File: src/rtl/idx_bridge_pkg.sv
package idx_bridge_pkg;

  localparam int unsigned BUS_AW   = 16;
  localparam int unsigned SPACES   = 2;
  localparam int unsigned CHAN_BIT = 4;
  localparam int unsigned REG_LSB  = 2;
  localparam int unsigned DIR_BIT  = 15;

  localparam logic SP_TOP  = 1'b0;
  localparam logic SP_CORE = 1'b1;

  typedef enum logic [1:0] {
    RG_ADDR = 2'd0,
    RG_DATA = 2'd1,
    RG_CTRL = 2'd2,
    RG_NONE = 2'd3
  } reg_sel_e;

  typedef enum logic {
    ST_IDLE = 1'b0,
    ST_WAIT = 1'b1
  } fsm_e;

  typedef enum logic [1:0] {
    PK_DIRECT = 2'd0,
    PK_FETCH  = 2'd1,
    PK_WRITE  = 2'd2
  } pend_e;

  // Register selected inside a channel window; anything above the two windows is a hole.
  function automatic reg_sel_e reg_of(input logic [BUS_AW-1:0] a);
    if (a[BUS_AW-1:CHAN_BIT+1] != '0) return RG_NONE;
    case (a[REG_LSB+1:REG_LSB])
      2'd0:    return RG_ADDR;
      2'd1:    return RG_DATA;
      2'd2:    return RG_CTRL;
      default: return RG_NONE;
    endcase
  endfunction

  function automatic logic chan_of(input logic [BUS_AW-1:0] a);
    return a[CHAN_BIT];
  endfunction

  function automatic logic direct_space(input logic [BUS_AW-1:0] a);
    return a[DIR_BIT] ? SP_TOP : SP_CORE;
  endfunction

  // Word index of a direct top-space access: strip the window bit and the byte lanes.
  function automatic logic [BUS_AW-1:0] top_word_index(input logic [BUS_AW-1:0] a);
    return BUS_AW'(a[DIR_BIT-1:REG_LSB]);
  endfunction

endpackage

File: src/rtl/idx_chan_state.sv
module idx_chan_state #(
  parameter int unsigned DW = 32,
  parameter int unsigned IA = 16
) (
  input  logic          clk,
  input  logic          rst_n,
  input  logic          ev_addr_wr,
  input  logic          ev_data,
  input  logic          ev_ctrl_wr,
  input  logic          ev_fetch_done,
  input  logic [IA-1:0] addr_in,
  input  logic          err_in,
  input  logic [DW-1:0] fetch_data,
  output logic [IA-1:0] addr_q,
  output logic          armed,
  output logic          fetched,
  output logic [DW-1:0] hold_q,
  output logic          err_en
);

  logic last_addr;

  always_ff @(posedge clk or negedge rst_n) begin
    if (!rst_n) begin
      addr_q    <= '0;
      armed     <= 1'b0;
      fetched   <= 1'b0;
      hold_q    <= '0;
      err_en    <= 1'b0;
      last_addr <= 1'b0;
    end else begin
      if (ev_addr_wr) begin
        addr_q    <= addr_in;
        armed     <= last_addr;
        last_addr <= 1'b1;
        fetched   <= 1'b0;
      end else if (ev_data) begin
        last_addr <= 1'b0;
      end
      if (ev_fetch_done) begin
        hold_q  <= fetch_data;
        fetched <= 1'b1;
      end
      if (ev_ctrl_wr) err_en <= err_in;
    end
  end

endmodule

File: src/rtl/idx_port_ctl.sv
module idx_port_ctl #(
  parameter int unsigned DW = 32,
  parameter int unsigned IA = 16
) (
  input  logic          clk,
  input  logic          rst_n,
  input  logic          launch,
  input  logic          l_we,
  input  logic [IA-1:0] l_addr,
  input  logic [DW-1:0] l_wdata,
  input  logic          port_ack,
  output logic          port_req,
  output logic          port_we,
  output logic [IA-1:0] port_addr,
  output logic [DW-1:0] port_wdata,
  output logic          done
);

  always_ff @(posedge clk or negedge rst_n) begin
    if (!rst_n) begin
      port_req   <= 1'b0;
      port_we    <= 1'b0;
      port_addr  <= '0;
      port_wdata <= '0;
    end else if (launch) begin
      port_req   <= 1'b1;
      port_we    <= l_we;
      port_addr  <= l_addr;
      port_wdata <= l_wdata;
    end else if (port_req && port_ack) begin
      port_req <= 1'b0;
    end
  end

  assign done = port_req & port_ack;

endmodule

File: src/rtl/idx_reg_bridge.sv
module idx_reg_bridge
  import idx_bridge_pkg::*;
#(
  parameter int unsigned DW      = 32,
  parameter int unsigned IA      = 16,
  parameter int unsigned ERR_BIT = 15,
  parameter int unsigned BYTE_W  = 8
) (
  input  logic              clk,
  input  logic              rst_n,
  input  logic              map_direct,
  input  logic              bus_req,
  input  logic              bus_we,
  input  logic [BUS_AW-1:0] bus_addr,
  input  logic [DW-1:0]     bus_wdata,
  output logic              bus_ack,
  output logic              bus_err,
  output logic [DW-1:0]     bus_rdata,
  output logic              top_req,
  output logic              top_we,
  output logic [IA-1:0]     top_addr,
  output logic [DW-1:0]     top_wdata,
  input  logic [DW-1:0]     top_rdata,
  input  logic              top_ack,
  output logic              core_req,
  output logic              core_we,
  output logic [IA-1:0]     core_addr,
  output logic [DW-1:0]     core_wdata,
  input  logic [DW-1:0]     core_rdata,
  input  logic              core_ack
);

  function automatic logic [DW-1:0] zext_byte(input logic [DW-1:0] v);
    return DW'(v[BYTE_W-1:0]);
  endfunction

  fsm_e  st;
  pend_e pend_kind;
  logic  pend_sp;
  logic  pend_we;
  logic  bus_ack_q, bus_err_q;
  logic [DW-1:0] bus_rdata_q;

  // Per-space state and port signals.
  logic [IA-1:0]     ch_addr  [SPACES];
  logic [DW-1:0]     ch_hold  [SPACES];
  logic [DW-1:0]     prd      [SPACES];
  logic [IA-1:0]     pa       [SPACES];
  logic [DW-1:0]     pwd      [SPACES];
  logic [SPACES-1:0] armed_v, fetched_v, err_en_v;
  logic [SPACES-1:0] ev_addr_wr, ev_data, ev_ctrl_wr, ev_fetch;
  logic [SPACES-1:0] launch_v, done_v, preq_v, pwe_v, pack_v;

  // Decode of the current request.
  logic     accept, ch, dsp, sel_sp, is_data, need_port;
  reg_sel_e rsel;
  logic [IA-1:0] l_addr;
  logic [DW-1:0] l_wdata;
  logic [DW-1:0] local_rd, resp_rd;
  logic          local_err, done_cur;

  // Named events, brought out for the checker.
  logic acc_launch, acc_local, acc_unarmed, acc_hit;

  assign accept  = bus_req && (st == ST_IDLE);
  assign rsel    = reg_of(bus_addr);
  assign ch      = chan_of(bus_addr);
  assign dsp     = direct_space(bus_addr);
  assign sel_sp  = map_direct ? dsp : ch;
  assign is_data = !map_direct && (rsel == RG_DATA);

  assign need_port   = map_direct ||
                       (is_data && armed_v[ch] && (bus_we || !fetched_v[ch]));
  assign acc_launch  = accept && need_port;
  assign acc_local   = accept && !need_port;
  assign acc_unarmed = accept && is_data && !armed_v[ch];
  assign acc_hit     = accept && is_data && armed_v[ch] && !bus_we && fetched_v[ch];

  assign prd[0]  = top_rdata;
  assign prd[1]  = core_rdata;
  assign pack_v  = {core_ack, top_ack};

  always_comb begin
    if (map_direct) begin
      if (dsp == SP_TOP) begin
        l_addr  = IA'(top_word_index(bus_addr));
        l_wdata = bus_wdata;
      end else begin
        l_addr  = IA'(bus_addr);
        l_wdata = zext_byte(bus_wdata);
      end
    end else begin
      l_addr  = ch_addr[ch];
      l_wdata = bus_wdata;
    end
  end

  always_comb begin
    for (int s = 0; s < SPACES; s++) begin
      launch_v[s]   = acc_launch && (sel_sp == 1'(s));
      ev_addr_wr[s] = accept && !map_direct && (rsel == RG_ADDR) && bus_we && (ch == 1'(s));
      ev_ctrl_wr[s] = accept && !map_direct && (rsel == RG_CTRL) && bus_we && (ch == 1'(s));
      ev_data[s]    = accept && is_data && (ch == 1'(s));
      ev_fetch[s]   = (st == ST_WAIT) && (pend_kind == PK_FETCH) &&
                      (pend_sp == 1'(s)) && done_v[s];
    end
  end

  for (genvar s = 0; s < SPACES; s++) begin : g_space
    idx_chan_state #(.DW(DW), .IA(IA)) chan_i (
      .clk          (clk),
      .rst_n        (rst_n),
      .ev_addr_wr   (ev_addr_wr[s]),
      .ev_data      (ev_data[s]),
      .ev_ctrl_wr   (ev_ctrl_wr[s]),
      .ev_fetch_done(ev_fetch[s]),
      .addr_in      (bus_wdata[IA-1:0]),
      .err_in       (bus_wdata[ERR_BIT]),
      .fetch_data   (prd[s]),
      .addr_q       (ch_addr[s]),
      .armed        (armed_v[s]),
      .fetched      (fetched_v[s]),
      .hold_q       (ch_hold[s]),
      .err_en       (err_en_v[s])
    );

    idx_port_ctl #(.DW(DW), .IA(IA)) port_i (
      .clk       (clk),
      .rst_n     (rst_n),
      .launch    (launch_v[s]),
      .l_we      (bus_we),
      .l_addr    (l_addr),
      .l_wdata   (l_wdata),
      .port_ack  (pack_v[s]),
      .port_req  (preq_v[s]),
      .port_we   (pwe_v[s]),
      .port_addr (pa[s]),
      .port_wdata(pwd[s]),
      .done      (done_v[s])
    );
  end

  assign top_req    = preq_v[0];
  assign top_we     = pwe_v[0];
  assign top_addr   = pa[0];
  assign top_wdata  = pwd[0];
  assign core_req   = preq_v[1];
  assign core_we    = pwe_v[1];
  assign core_addr  = pa[1];
  assign core_wdata = pwd[1];

  // Response for requests answered without a port access.
  always_comb begin
    local_rd = '0;
    if (!bus_we && !map_direct) begin
      case (rsel)
        RG_ADDR: local_rd = DW'(ch_addr[ch]);
        RG_CTRL: local_rd = DW'(err_en_v[ch]) << ERR_BIT;
        RG_DATA: local_rd = (armed_v[ch] && fetched_v[ch]) ? ch_hold[ch] : '0;
        default: local_rd = '0;
      endcase
    end
  end
  assign local_err = acc_unarmed && err_en_v[ch];

  // Response for a finished port access; a pipelined fetch returns the previous hold value.
  assign done_cur = (st == ST_WAIT) && done_v[pend_sp];
  always_comb begin
    resp_rd = '0;
    if (!pend_we) begin
      case (pend_kind)
        PK_FETCH:  resp_rd = ch_hold[pend_sp];
        PK_DIRECT: resp_rd = (pend_sp == SP_CORE) ? zext_byte(prd[pend_sp]) : prd[pend_sp];
        default:   resp_rd = '0;
      endcase
    end
  end

  always_ff @(posedge clk or negedge rst_n) begin
    if (!rst_n) begin
      st          <= ST_IDLE;
      pend_kind   <= PK_DIRECT;
      pend_sp     <= SP_TOP;
      pend_we     <= 1'b0;
      bus_ack_q   <= 1'b0;
      bus_err_q   <= 1'b0;
      bus_rdata_q <= '0;
    end else begin
      bus_ack_q <= 1'b0;
      bus_err_q <= 1'b0;
      case (st)
        ST_IDLE: begin
          if (acc_launch) begin
            st        <= ST_WAIT;
            pend_sp   <= sel_sp;
            pend_we   <= bus_we;
            pend_kind <= map_direct ? PK_DIRECT : (bus_we ? PK_WRITE : PK_FETCH);
          end else if (acc_local) begin
            bus_ack_q   <= 1'b1;
            bus_err_q   <= local_err;
            bus_rdata_q <= local_err ? '0 : local_rd;
          end
        end
        default: begin
          if (done_cur) begin
            st          <= ST_IDLE;
            bus_ack_q   <= 1'b1;
            bus_rdata_q <= resp_rd;
          end
        end
      endcase
    end
  end

  assign bus_ack   = bus_ack_q;
  assign bus_err   = bus_err_q;
  assign bus_rdata = bus_rdata_q;

endmodule

File: config.mk
export PLATFORM = sky130hd
export DESIGN_NAME = idx_reg_bridge
export DESIGN_NICKNAME = d
export VERILOG_FILES = /design/src/rtl/idx_bridge_pkg.sv /design/src/rtl/idx_chan_state.sv /design/src/rtl/idx_port_ctl.sv /design/src/rtl/idx_reg_bridge.sv
export SDC_FILE = /design/constraint.sdc
export NUM_CORES = 1
export LEC_CHECK = 0
export BUFFER_PORTS_ARGS = -buffer_cell sky130_fd_sc_hd__buf_4
export CORE_AREA = 4 4 210 212
export DETAILED_ROUTE_END_ITERATION = 10
export DIE_AREA = 0 0 214 216
export PLACE_DENSITY = 0.49
export SETUP_SLACK_MARGIN = 0.05
export SLEW_MARGIN = 30
export SYNTH_ARGS = -nofsm -noshare
export SYNTH_HDL_FRONTEND = slang
export SYNTH_HIERARCHICAL = 1
export SYNTH_SLANG_ARGS = --single-unit
File: constraint.sdc
create_clock -name clk -period 3.4 [get_ports clk]
set_clock_uncertainty 0.2 [all_clocks]
set_input_delay 0.68 -clock clk [delete_from_list [all_inputs] [get_ports clk]]
set_output_delay 0.68 -clock clk [all_outputs]
set_load 0.05 [all_outputs]
==> metrics.md, run 1 <==
| Metric | Value |
|---|---|
| Launching point of the worst reg2reg path | `g_space[0].chan_i/armed` |
| Die area | `around 46,000 sq um` |
| Area share of the largest cell type after synthesis | `about 49%` |
| Row cnt | `75` |
| Die H | `approximately 220 um` |
| Post-synth top flop | `dfrtp_1` |
| Syn. warnings | `6` |
| Register area share after synthesis | `48.7%` |
| Layout Area Growth over Synthesis | `27.6%` |
| R2r worst-path depth | `7` |
| PostCTS Resize Cnt | `0` |
| Pleak | `0.00767 uW` |
| Die Wd | `about 210 um` |
| R2r setup slk | `1.01 ns` |
| Layout Utilization | `a little under two fifths` |
| Worst hold stages | `2` |
| Actual slew at the worst max-slew pin | `between 0.6 and 0.7 ns` |
| WL/cell | `approximately 21 um` |
| Fmax | `approximately 0.41 GHz` |
| Port Buffer Count | `approximately 250` |
| Worst-Skew Late Latency | `between 0.5 and 0.6 ns` |
| RR Endpoint | `g_space[0].port_i/port_wdata[25]` |
| Initial Util | `between 20% and 30%` |
| Num ports | `around 250` |
| Post-route setup TNS | `0 ns` |
| Drt total wl | `about 36,000 um` |
| Worst-case clock buffer depth | `3` |
| GRT Residual Overflow | `0` |
| Peak VDD IR | `~0.00034 V` |
| Worst setup SP type | `input pin` |
| Setup violators final | `0` |
| Routed Antenna Nets | `0` |
| Crit path arrival time | `2.68 ns` |
| Gpl congestion | `slightly below 0.8` |
| Final hold viol count | `0` |
| Synth top area cells | `dfrtp_1 49%, mux2_4 21%, mux2i_1 6.6%` |
| Register bit total from synthesis | `approximately 240` |
| DRT Pass-1 Iters | `4` |
| Hold Path Class | `input pin to flop` |
| Initial antenna violation count | `3` |
| Initial DRC count | `352` |
| Syn nets | `between 900 and 1k` |
| Worst endpoint required time | `between 3 and 4 ns` |
| Number of global-route vias before repair | `between 8k and 9k` |
| Min-delay src | `core_rdata[14]` |
| Crit Path Max Fanout | `46` |
| CTS buffer count | `31` |
| Worst Setup End Kind | `flop` |
| CTS Root Cell | `clkbuf_16` |
| Fraction of layout cells with a size suffix above 1 | `51.6%` |
| Cells after Synth | `a little under 900` |
| CTS tree | `built` |
| Final Max Slew Viols | `0` |
| Number of clock sinks | `roughly 240` |
| Final Net Count | `between 1k and 1.5k` |
| Htree depth | `1` |
| Status | `finished clean` |
| Normalized max-slew margin | `approximately 56%` |
| Power per cell area | `~460 nW/um^2` |
| Global-route usage over all layers | `15.2%` |
| Filler Cell Count | `approximately 4k` |
| Most common cell in the netlist | `dfrtp_1` |
| Synth cell types | `54` |
| Global-route wire length before repair | `55,200 um` |
| Vias/cell | `around 4.7` |
| Detail Placement HPWL | `25,200 um` |
| DP Worst Slack | `0.377 ns` |
| Number of diodes | `0` |
| Core ar. | `41,900 sq um` |
| Synth top cells by count | `243 x dfrtp_1, 175 x mux2_4, 82 x mux2i_1` |
| Number of synthesized flops with an enable pin | `0` |
| Async SR Flop Fraction | `100%` |
| Maxcap violations | `0` |
| CTS clk-pin slew, worst paths | `around 0.06 ns` |
| Largest net degree at the start of global routing | `between 60 and 70` |
| DRC Markers | `0` |
| Hold EP | `g_space[1].chan_i/hold_q[14]` |
| Vias | `about 8k` |
| CP Class | `input pin to flop` |
| Most area-hungry cell type in the Yosys netlist | `dfrtp_1` |
| Syn Std Cell Area | `12,500 sq um` |
| RSZ-0062 raised after global routing | `false` |
| Period utilisation layout | `between 70 and 80%` |
| Syn Area/Cell | `around 14 sq um` |
| Minimum clock period | `2.44 ns` |
| Worst setup margin | `~0.96 ns` |
area by class of cell:
type	instances	area, sq um	area share (%)
Clock buffer	36	835	5.24
Timing Repair Buffer	282	2230	14.0
Inverter	11	41.3	0.259
Clock inverter	21	343	2.15
Multi-Input combinational cell	562	5740	36.0
Sequential cell	243	6080	38.2
Tap cell	539	674	4.23
how the worst max path moves through the flow:
stage	depth (start not counted)	slack (ns)	to	startpoint
detailed placement	8	0.38	g_space[0].port_i/port_wdata[25]	bus_addr[12]
CTS	8	0.99	g_space[0].port_i/port_wdata[25]	bus_addr[12]
finish	8	0.96	g_space[0].port_i/port_wdata[25]	bus_addr[12]
floorplan	10	0.58	g_space[1].port_i/port_addr[0]	bus_addr[4]
global route	7	0.87	g_space[0].port_i/port_wdata[30]	g_space[0].chan_i/armed
global placement	8	0.44	g_space[0].port_i/port_wdata[0]	bus_addr[15]
per-stage QoR:
stage / cell area (sq um) / power (uW) / cells / hold slack [ns]
after global routing: 15900 / 7580 / 1694 / 0.0891
after detailed placement: 14800 / 3610 / 1636 / 0.282
final: 15900 / 7290 / 1694 / 0.117
after global placement: 14800 / 3610 / 1636 / 0.281
after floorplan: 12500 / 3280 / 880 / 0.184
after CTS: 15900 / 7420 / 1694 / 0.0855
worst max-delay path, stage by stage:
cell and delay [ns]:
buf_4 0.12, nor4_2 0.43, nand3_2 0.15, nor3_2 0.18
o211ai_2 0.18, nor2_4 0.18, buf_12 0.31, mux2_4 0.34
kinds of logic (layout without fill, tap and decap cells):
logic type	count (synthesis)	after routing	synth area share (%)
flops	243	243	48.7
buf+inv	75	350	5.65
compound gates	117	117	6.36
mux	309	309	33.0
simple gates	136	136	6.26
state kept, by name, indices dropped and copies added, names as in the netlist:
signal                     cells
g_space.chan_i/last_addr       2
g_space.chan_i/armed           2
g_space.port_i/port_addr      32
g_space.port_i/port_we         2
bus_rdata                     32
g_space.chan_i/fetched         2
pend_we                        1
g_space.chan_i/hold_q         64
pend_kind                      2
bus_ack                        1
g_space.port_i/port_wdata     64
bus_err                        1
g_space.chan_i/err_en          2
g_space.port_i/port_req        2
g_space.chan_i/addr_q         32
st                             1
pend_sp                        1
power breakdown:
part,internal [uW],switching [uW]
registers,2930,26.0
clock network,2370,1370
logic,229,364
per-layer routing:
metal / vias up / global-route usage, % / part of all wire (%)
li1: 3695 / - / -
met1: 4009 / 21.2 / 47
met2: 206 / 23.7 / 45
met3: 53 / 3.66 / 5.9
met4: 6 / 4.08 / 2.2
met5: - / 0 / 0.13
placed cells by master, fill, tap and decap left out, types with 3 or more instances in the layout:
| master | instances |
|---|---|
| mux2_2 | 44 |
| bufinv_16 | 8 |
| o22a_1 | 7 |
| nand2b_1 | 13 |
| clkbuf_8 | 4 |
| mux4_2 | 8 |
| nor2_1 | 33 |
| mux2i_1 | 82 |
| a21o_1 | 5 |
| and2_1 | 28 |
| a31oi_1 | 8 |
| nand2_1 | 25 |
| nor2_2 | 7 |
| a21oi_1 | 20 |
| a21oi_2 | 6 |
| o22ai_1 | 10 |
| inv_1 | 11 |
| dfrtp_1 | 241 |
| mux2_4 | 175 |
| buf_4 | 272 |
| nor4_2 | 3 |
| o21ai_0 | 21 |
| a22oi_1 | 17 |
| clkinvlp_4 | 3 |
| o221ai_1 | 8 |
| clkbuf_16 | 31 |
| o21a_1 | 8 |
| buf_12 | 8 |
| clkinv_2 | 5 |
what timing repair did:
item,CTS,global route
buffers inserted,0,0
hold endpoints to repair,61,0
hold buffers,1,0
Power figures use the tool's default switching activity.
==> run 2, diff against run 1 <==
--- a/config.mk
+++ b/config.mk
@@ -9,7 +9,7 @@
 export CORE_AREA = 4 4 210 212
 export DETAILED_ROUTE_END_ITERATION = 10
 export DIE_AREA = 0 0 214 216
-export PLACE_DENSITY = 0.49
+export PLACE_DENSITY = 0.51
 export SETUP_SLACK_MARGIN = 0.05
 export SLEW_MARGIN = 30
 export SYNTH_ARGS = -nofsm -noshare
==> constraint.sdc (replaced) <==
create_clock -name clk -period 2 [get_ports clk]
set_clock_uncertainty 0.2 [all_clocks]
set_input_delay 0.4 -clock clk [delete_from_list [all_inputs] [get_ports clk]]
set_output_delay 0.4 -clock clk [all_outputs]
set_load 0.05 [all_outputs]
==> metrics.md, run 2 (synthesized netlist as in run 1, its figures left out) <==
| Metric | Value |
|---|---|
| DRT Pass-1 Iters | `4` |
| Switch share | `around 25%` |
| Vias/cell | `approximately 4.6` |
| Minimum clock period | `~2.2 ns` |
| Worst setup SP type | `flop` |
| Filler Cell Count | `approximately 3.8k` |
| Pleak | `0.00887 uW` |
| Status | `finished with violations` |
| Normalized max-slew margin | `72.4%` |
| Worst-Skew Late Latency | `0.58 ns` |
| CP Class | `flop to flop` |
| Power, Total | `about 12,000 uW` |
| Crit path arrival time | `between 2 and 2.5 ns` |
| DRC Markers | `0` |
| Setup violators final | `~150` |
| Global-route usage over all layers | `16.5%` |
| Period utilisation layout | `109%` |
| Crit Path Max Fanout | `7` |
| Routed Antenna Nets | `0` |
| Worst setup margin | `-0.179 ns` |
| Hold Path Class | `input pin to flop` |
| Grt met2 use | `27.7%` |
| Row cnt | `75` |
| R2r worst-path depth | `8` |
| Final Net Count | `between 1k and 1.5k` |
| P_sw | `approximately 2900 uW` |
| Hold EP | `g_space[0].port_i/port_wdata[24]` |
| Met3 Track Usage GR | `between 3 and 4%` |
| Final hold viol count | `0` |
| Met1 GRT Util | `roughly 22%` |
| Actual slew at the worst max-slew pin | `roughly 0.40 ns` |
| Logic gate share of total power | `a little over a tenth` |
| Worst Setup End Kind | `flop` |
| Number of diodes | `0` |
| Post-route setup TNS | `-16.03 ns` |
| GRT Residual Overflow | `0` |
| RSZ-0062 raised after global routing | `true` |
| Initial DRC count | `around 370` |
| Power per cell area | `between 600 and 700 nW/um^2` |
| Number of global-route vias before repair | `around 9.6k` |
| Hold Slack | `0.0378 ns` |
| Most frequent cells in the layout | `340 x buf_4, 239 x dfrtp_1, 202 x mux2_4, 94 x dlygate4sd3_1, 82 x mux2i_1` |
| Most common cell after layout, fill and taps aside | `buf_4` |
| CTS tree | `built` |
| Launching point of the worst reg2reg path | `g_space[0].chan_i/armed` |
| Gpl congestion | `0.765` |
| CTS clk-pin slew, worst paths | `around 0.060 ns` |
| Die Wd | `roughly 210 um` |
| RR Endpoint | `g_space[1].port_i/port_wdata[26]` |
| Most Used Layer, Global Route | `met2` |
| Clock share of power | `45.9%` |
| Initial Util | `between 20% and 30%` |
| CTS Root Cell | `clkbuf_16` |
| Biggest regs | `g_space.chan_i/hold_q (64), g_space.port_i/port_wdata (64)` |
| Worst endpoint required time | `2.24 ns` |
| R2r setup slk | `-0.18 ns` |
| Die H | `216 um` |
| WL/cell | `just over 20 um` |
| Final Max Slew Viols | `0` |
| Num ports | `253` |
| Multi-input gate area | `between 6000 and 7000 sq um` |
| Largest net degree at the start of global routing | `between 40 and 50` |
| Global-route wire length before repair | `60,300 um` |
| Storage element area | `~6100 sq um` |
| CTS buffer count | `28` |
| Min-delay src | `bus_wdata[24]` |
| Worst-case clock buffer depth | `3` |
| Sequential share of power | `~43%` |
| Drt total wl | `39,300 um` |
| Initial antenna violation count | `1` |
| Layout Area Growth over Synthesis | `48.6%` |
| Port Buffer Count | `around 250` |
| Vias | `a little under 9k` |
| Worst hold stages | `3` |
| Failing checks | `negative setup slack` |
| Fraction of layout cells with a size suffix above 1 | `54.4%` |
| Peak VDD IR | `~0.00053 V` |
| Htree depth | `1` |
| Number of clock sinks | `around 240` |
| Layout Utilization | `between 40% and 50%` |
| Maxcap violations | `0` |
| Core ar. | `41,900 sq um` |
| Detail Placement HPWL | `between 20,000 and 30,000 um` |
| Die area | `46,200 sq um` |
| Internal power | `slightly below 9000 uW` |
| Fmax | `about 0.46 GHz` |
## run 2: layer usage
layer | wire length (um) | share of wire [%]
met3 | 2060 | 5.2
met4 | 603 | 1.5
met5 | 20 | 0.051
met1 | 17600 | 45
met2 | 18900 | 48
## run 2: area by class of cell
cell class              count  area share (%)
clock buffers              43            4.62
clock inverters             7           0.607
inverters                  11           0.263
multi-input cells         562            32.6
flip-flops and latches    243            32.8
well taps                 539            3.63
repair buffers            503            25.5
## run 2: power by group through the flow
stage / Sequential [uW] / Combinational [uW] / Clock, uW
2_1_floorplan: 5330 / 281 / 0
3_3_place_gp: 5120 / 1090 / 0
3_5_place_dp: 5110 / 1100 / 0
4_1_cts: 5030 / 1250 / 5520
5_1_grt: 5030 / 1340 / 5700
6_report: 5030 / 1240 / 5320
## run 2: how the worst max path moves through the flow
| stage | from | end | slack [ns] | cells after the start |
|---|---|---|---|---|
| CTS | g_space[0].chan_i/armed | g_space[1].port_i/port_wdata[28] | -0.16 | 8 |
| global placement | bus_addr[11] | g_space[0].port_i/port_wdata[24] | -0.54 | 10 |
| floorplan | bus_addr[12] | g_space[1].port_i/port_addr[0] | -0.38 | 8 |
| finish | g_space[0].chan_i/armed | g_space[1].port_i/port_wdata[26] | -0.18 | 8 |
| global route | g_space[0].chan_i/armed | g_space[1].port_i/port_wdata[15] | -0.25 | 8 |
| detailed placement | bus_addr[11] | g_space[1].port_i/port_wdata[27] | -0.58 | 10 |
## run 2: per-stage QoR
step | setup slack (ns) | instances | instance area (sq um)
final | -0.179 | 1908 | 18600
after global routing | -0.254 | 1908 | 18600
after CTS | -0.159 | 1896 | 18300
after detailed placement | -0.582 | 1724 | 15800
after global placement | -0.545 | 1724 | 15800
after floorplan | -0.376 | 880 | 12700
## run 2: repair_timing
item | 4_1_cts | 5_1_grt
gates cloned | 7 | 3
endpoints found under the setup margin | 222 | 239
pin swaps | 7 | 6
buffers inserted | 21 | 13
resized for setup | 54 | 47
hold buffers | 94 | 0
endpoints found under the hold margin | 380 | 0
## run 2: critical path: stages (launching register included)
cell and delay [ns]:
dfrtp_1 0.39, nor2b_4 0.14, a22oi_2 0.24, nor3_4 0.09, o211ai_4 0.28, nor2b_4 0.09
buf_12 0.16, clkbuf_16 0.16, mux2_4 0.29
==> run 3, diff against run 2 <==
--- a/config.mk
+++ b/config.mk
@@ -6,13 +6,12 @@
 export NUM_CORES = 1
 export LEC_CHECK = 0
 export BUFFER_PORTS_ARGS = -buffer_cell sky130_fd_sc_hd__buf_4
-export CORE_AREA = 4 4 210 212
+export CORE_AREA = 4 4 166 248
 export DETAILED_ROUTE_END_ITERATION = 10
-export DIE_AREA = 0 0 214 216
+export DIE_AREA = 0 0 170 252
 export PLACE_DENSITY = 0.51
 export SETUP_SLACK_MARGIN = 0.05
 export SLEW_MARGIN = 30
 export SYNTH_ARGS = -nofsm -noshare
 export SYNTH_HDL_FRONTEND = slang
-export SYNTH_HIERARCHICAL = 1
 export SYNTH_SLANG_ARGS = --single-unit
==> metrics.md, run 3 <==
| Metric | Value |
|---|---|
| Simple-gate share of the synthesized area | `between 6 and 7%` |
| Async SR Flop Fraction | `100%` |
| CTS Root Cell | `clkbuf_16` |
| Initial DRC count | `between 300 and 400` |
| Most common cell in the netlist | `dfrtp_1` |
| Inst Count DP | `~1.7k` |
| Final Net Count | `approximately 1.5k` |
| RSZ-0062 raised after global routing | `true` |
| Num ports | `253` |
| Crit path arrival time | `between 2 and 2.5 ns` |
| Status | `finished with violations` |
| CTS tree | `built` |
| Layout Area Growth over Synthesis | `54.9%` |
| CTS buffer count | `27` |
| Worst-case clock buffer depth | `3` |
| Final Max Slew Viols | `0` |
| Hold EP | `st` |
| CTS clk-pin slew, worst paths | `~0.070 ns` |
| Row cnt | `between 80 and 90` |
| RR Endpoint | `g_space[0].port_i.port_wdata[9]` |
| Mux cell area share after synthesis | `27.5%` |
| Post-synthesis compound-gate area fraction | `9.59%` |
| Global-route wire length before repair | `57,700 um` |
| Worst setup margin | `-0.136 ns` |
| Syn nets | `between 1k and 1.5k` |
| Port Buffer Count | `~250` |
| Fraction of layout cells with a size suffix above 1 | `between 50% and 60%` |
| Setup violators final | `111` |
| Most common cell after layout, fill and taps aside | `buf_4` |
| GRT Residual Overflow | `0` |
| DP Worst Slack | `-0.661 ns` |
| Number of clock sinks | `243` |
| Fmax | `roughly 0.47 GHz` |
| R2r worst-path depth | `7` |
| Crit Path Max Fanout | `7` |
| Min-delay src | `top_ack` |
| Worst endpoint required time | `2.22 ns` |
| Syn Area/Cell | `~12 sq um` |
| Die Wd | `between 150 and 200 um` |
| Number of synthesized flops with an enable pin | `0` |
| Syn Std Cell Area | `around 12,000 sq um` |
| Most frequent cells in the layout | `317 x buf_4, 238 x dfrtp_1, 141 x mux2_2, 99 x dlygate4sd3_1, 77 x mux2i_1` |
| Synth cell types | `49` |
| Slowest CP cell | `dfrtp_1` |
| Critical-path cell list | `nand2b_1, o22a_4, nor4_4, o21ai_4, buf_12, clkbuf_16, mux2_2` |
| Vias | `9,080` |
| Detail Placement HPWL | `about 26,000 um` |
| WP buf/inv | `2` |
| Worst Setup End Kind | `flop` |
| Power per cell area | `1450 nW/um^2` |
| Maxcap violations | `0` |
| Pleak | `0.00848 uW` |
| Vias/cell | `about 4.8` |
| Initial antenna violation count | `1` |
| Biggest regs | `g_space.chan_i.hold_q (64), g_space.port_i.port_wdata (64)` |
| Drt total wl | `about 40,000 um` |
| Filler Cell Count | `3,526` |
| Number of global-route vias before repair | `9,466` |
| Post-synth top flop | `dfrtp_1` |
| Hold Path Class | `input pin to flop` |
| Htree depth | `1` |
| Worst hold stages | `3` |
| Post-synthesis xor/xnor area fraction | `0%` |
| Global-route usage over all layers | `between 10% and 20%` |
| Gpl congestion | `around 0.81` |
| Minimum clock period | `roughly 2.1 ns` |
| Largest net degree at the start of global routing | `a little over 60` |
| Launching point of the worst reg2reg path | `g_space[0].chan_i.armed` |
| Adder-Cell Fraction of Synth Area | `0%` |
| Period utilisation layout | `107%` |
| R2r setup slk | `-0.14 ns` |
| Post-Layout Cell Count | `roughly 1.9k` |
| Initial Util | `~29%` |
| Register area share after synthesis | `about 53%` |
| Syn. warnings | `0` |
| Die area | `roughly 43,000 sq um` |
| DRT Pass-1 Iters | `4` |
| Register bit total from synthesis | `about 240` |
| Critical Path Max Stage Delay | `slightly above 0.4 ns` |
| Core ar. | `roughly 40,000 sq um` |
| Normalized max-slew margin | `approximately 70%` |
| Main combinational cell family by area after synthesis | `multiplexers` |
| Cells after Synth | `~920` |
| Layout Utilization | `a little under half` |
| CP Class | `flop to flop` |
| Die H | `between 200 and 300 um` |
| Delay-heaviest family, CP | `simple AND/OR/NAND/NOR gates` |
| Most area-hungry cell type in the Yosys netlist | `dfrtp_1` |
| Area share of the largest cell type after synthesis | `between 50% and 60%` |
| Synth top cells by count | `243 x dfrtp_1, 163 x mux2_2, 77 x mux2i_1` |
| Final hold viol count | `0` |
| Synth top area cells | `dfrtp_1 53%, mux2_2 16%, mux2i_1 6.7%` |
| DRC Markers | `0` |
| Peak VDD IR | `roughly 0.0011 V` |
| Worst-Skew Late Latency | `between 0.5 and 0.6 ns` |
| WL/cell | `roughly 21 um` |
| Failing checks | `negative setup slack` |
| Actual slew at the worst max-slew pin | `0.462 ns` |
| Routed Antenna Nets | `0` |
| Multi-input gate area | `between 5000 and 6000 sq um` |
| Worst setup SP type | `flop` |
| Storage element area | `around 6000 sq um` |
==> run 3: layer usage <==
metal | GRT usage (%) | vias up | wire length [um]
li1 | - | 4228 | -
met1 | 20.7 | 4570 | 15300
met2 | 31.8 | 225 | 21800
met3 | 2.68 | 57 | 1790
met4 | 4.82 | 0 | 1100
met5 | 0 | - | 0
==> run 3: worst max path at each step <==
stage,end,from,slack (ns),depth (start not counted)
2_1_floorplan,g_space[1].chan_i.addr_q[10],bus_addr[15],-0.60,8
3_3_place_gp,g_space[0].port_i.port_wdata[12],bus_addr[13],-0.61,8
3_5_place_dp,g_space[0].port_i.port_wdata[12],bus_addr[13],-0.66,8
4_1_cts,g_space[0].port_i.port_wdata[5],g_space[1].chan_i.fetched,-0.08,6
5_1_grt,g_space[0].port_i.port_wdata[9],g_space[0].chan_i.armed,-0.17,7
6_report,g_space[0].port_i.port_wdata[9],g_space[0].chan_i.armed,-0.14,7
==> run 3: power by group <==
group | leakage [uW] | total, uW | internal [uW] | switching (uW)
combinational | 0.00492 | 12700 | 4820 | 7840
clock | 0.000456 | 5230 | 3130 | 2100
sequential | 0.00310 | 8090 | 6810 | 1290
total | 0.00848 | 26000 | 14800 | 11200
==> run 3: tightest hold or removal path: cells and delay by family <==
kind | cells | cell delay (ns)
AND/OR/NAND/NOR | 1 | 0.18
AO/OA/AOI/OAI | 1 | 0.08
buffers and inverters | 1 | 0.10
==> run 3: layout make-up <==
type | count | area share [%]
inverters | 31 | 0.652
flip-flops and latches | 243 | 34.1
clock inverters | 8 | 0.547
well taps | 500 | 3.50
diodes | 1 | 0.0140
repair buffers | 475 | 24.9
clock buffers | 41 | 4.70
multi-input cells | 585 | 31.6
==> run 3: per-stage QoR <==
step / instance area, sq um / power [uW] / hold WS (ns) / setup TNS (ns)
final: 17900 / 26000 / 0.0646 / -8.03
after global routing: 17900 / 27300 / 0.0500 / -13.59
after CTS: 17100 / 25600 / 0.0282 / -4.24
after detailed placement: 14800 / 19900 / 0.0590 / -98.21
after global placement: 14800 / 19700 / 0.0558 / -95.01
after floorplan: 11700 / 15800 / -0.0956 / -69.02
==> run 3: repair_timing <==
action	CTS	global route
cloned	4	17
pin swaps	5	26
gates resized for setup	47	90
endpoints found under the setup margin	183	191
hold endpoints to repair	407	0
setup buffers	9	15
hold buffers	99	0
==> run 3: cell families (layout without fill, tap and decap cells) <==
group	Yosys count	after routing
AO/OA/AOI/OAI	158	158
buffers and inverters	98	555
flip-flops	243	243
multiplexers	273	273
other	0	1
AND/OR/NAND/NOR	151	154
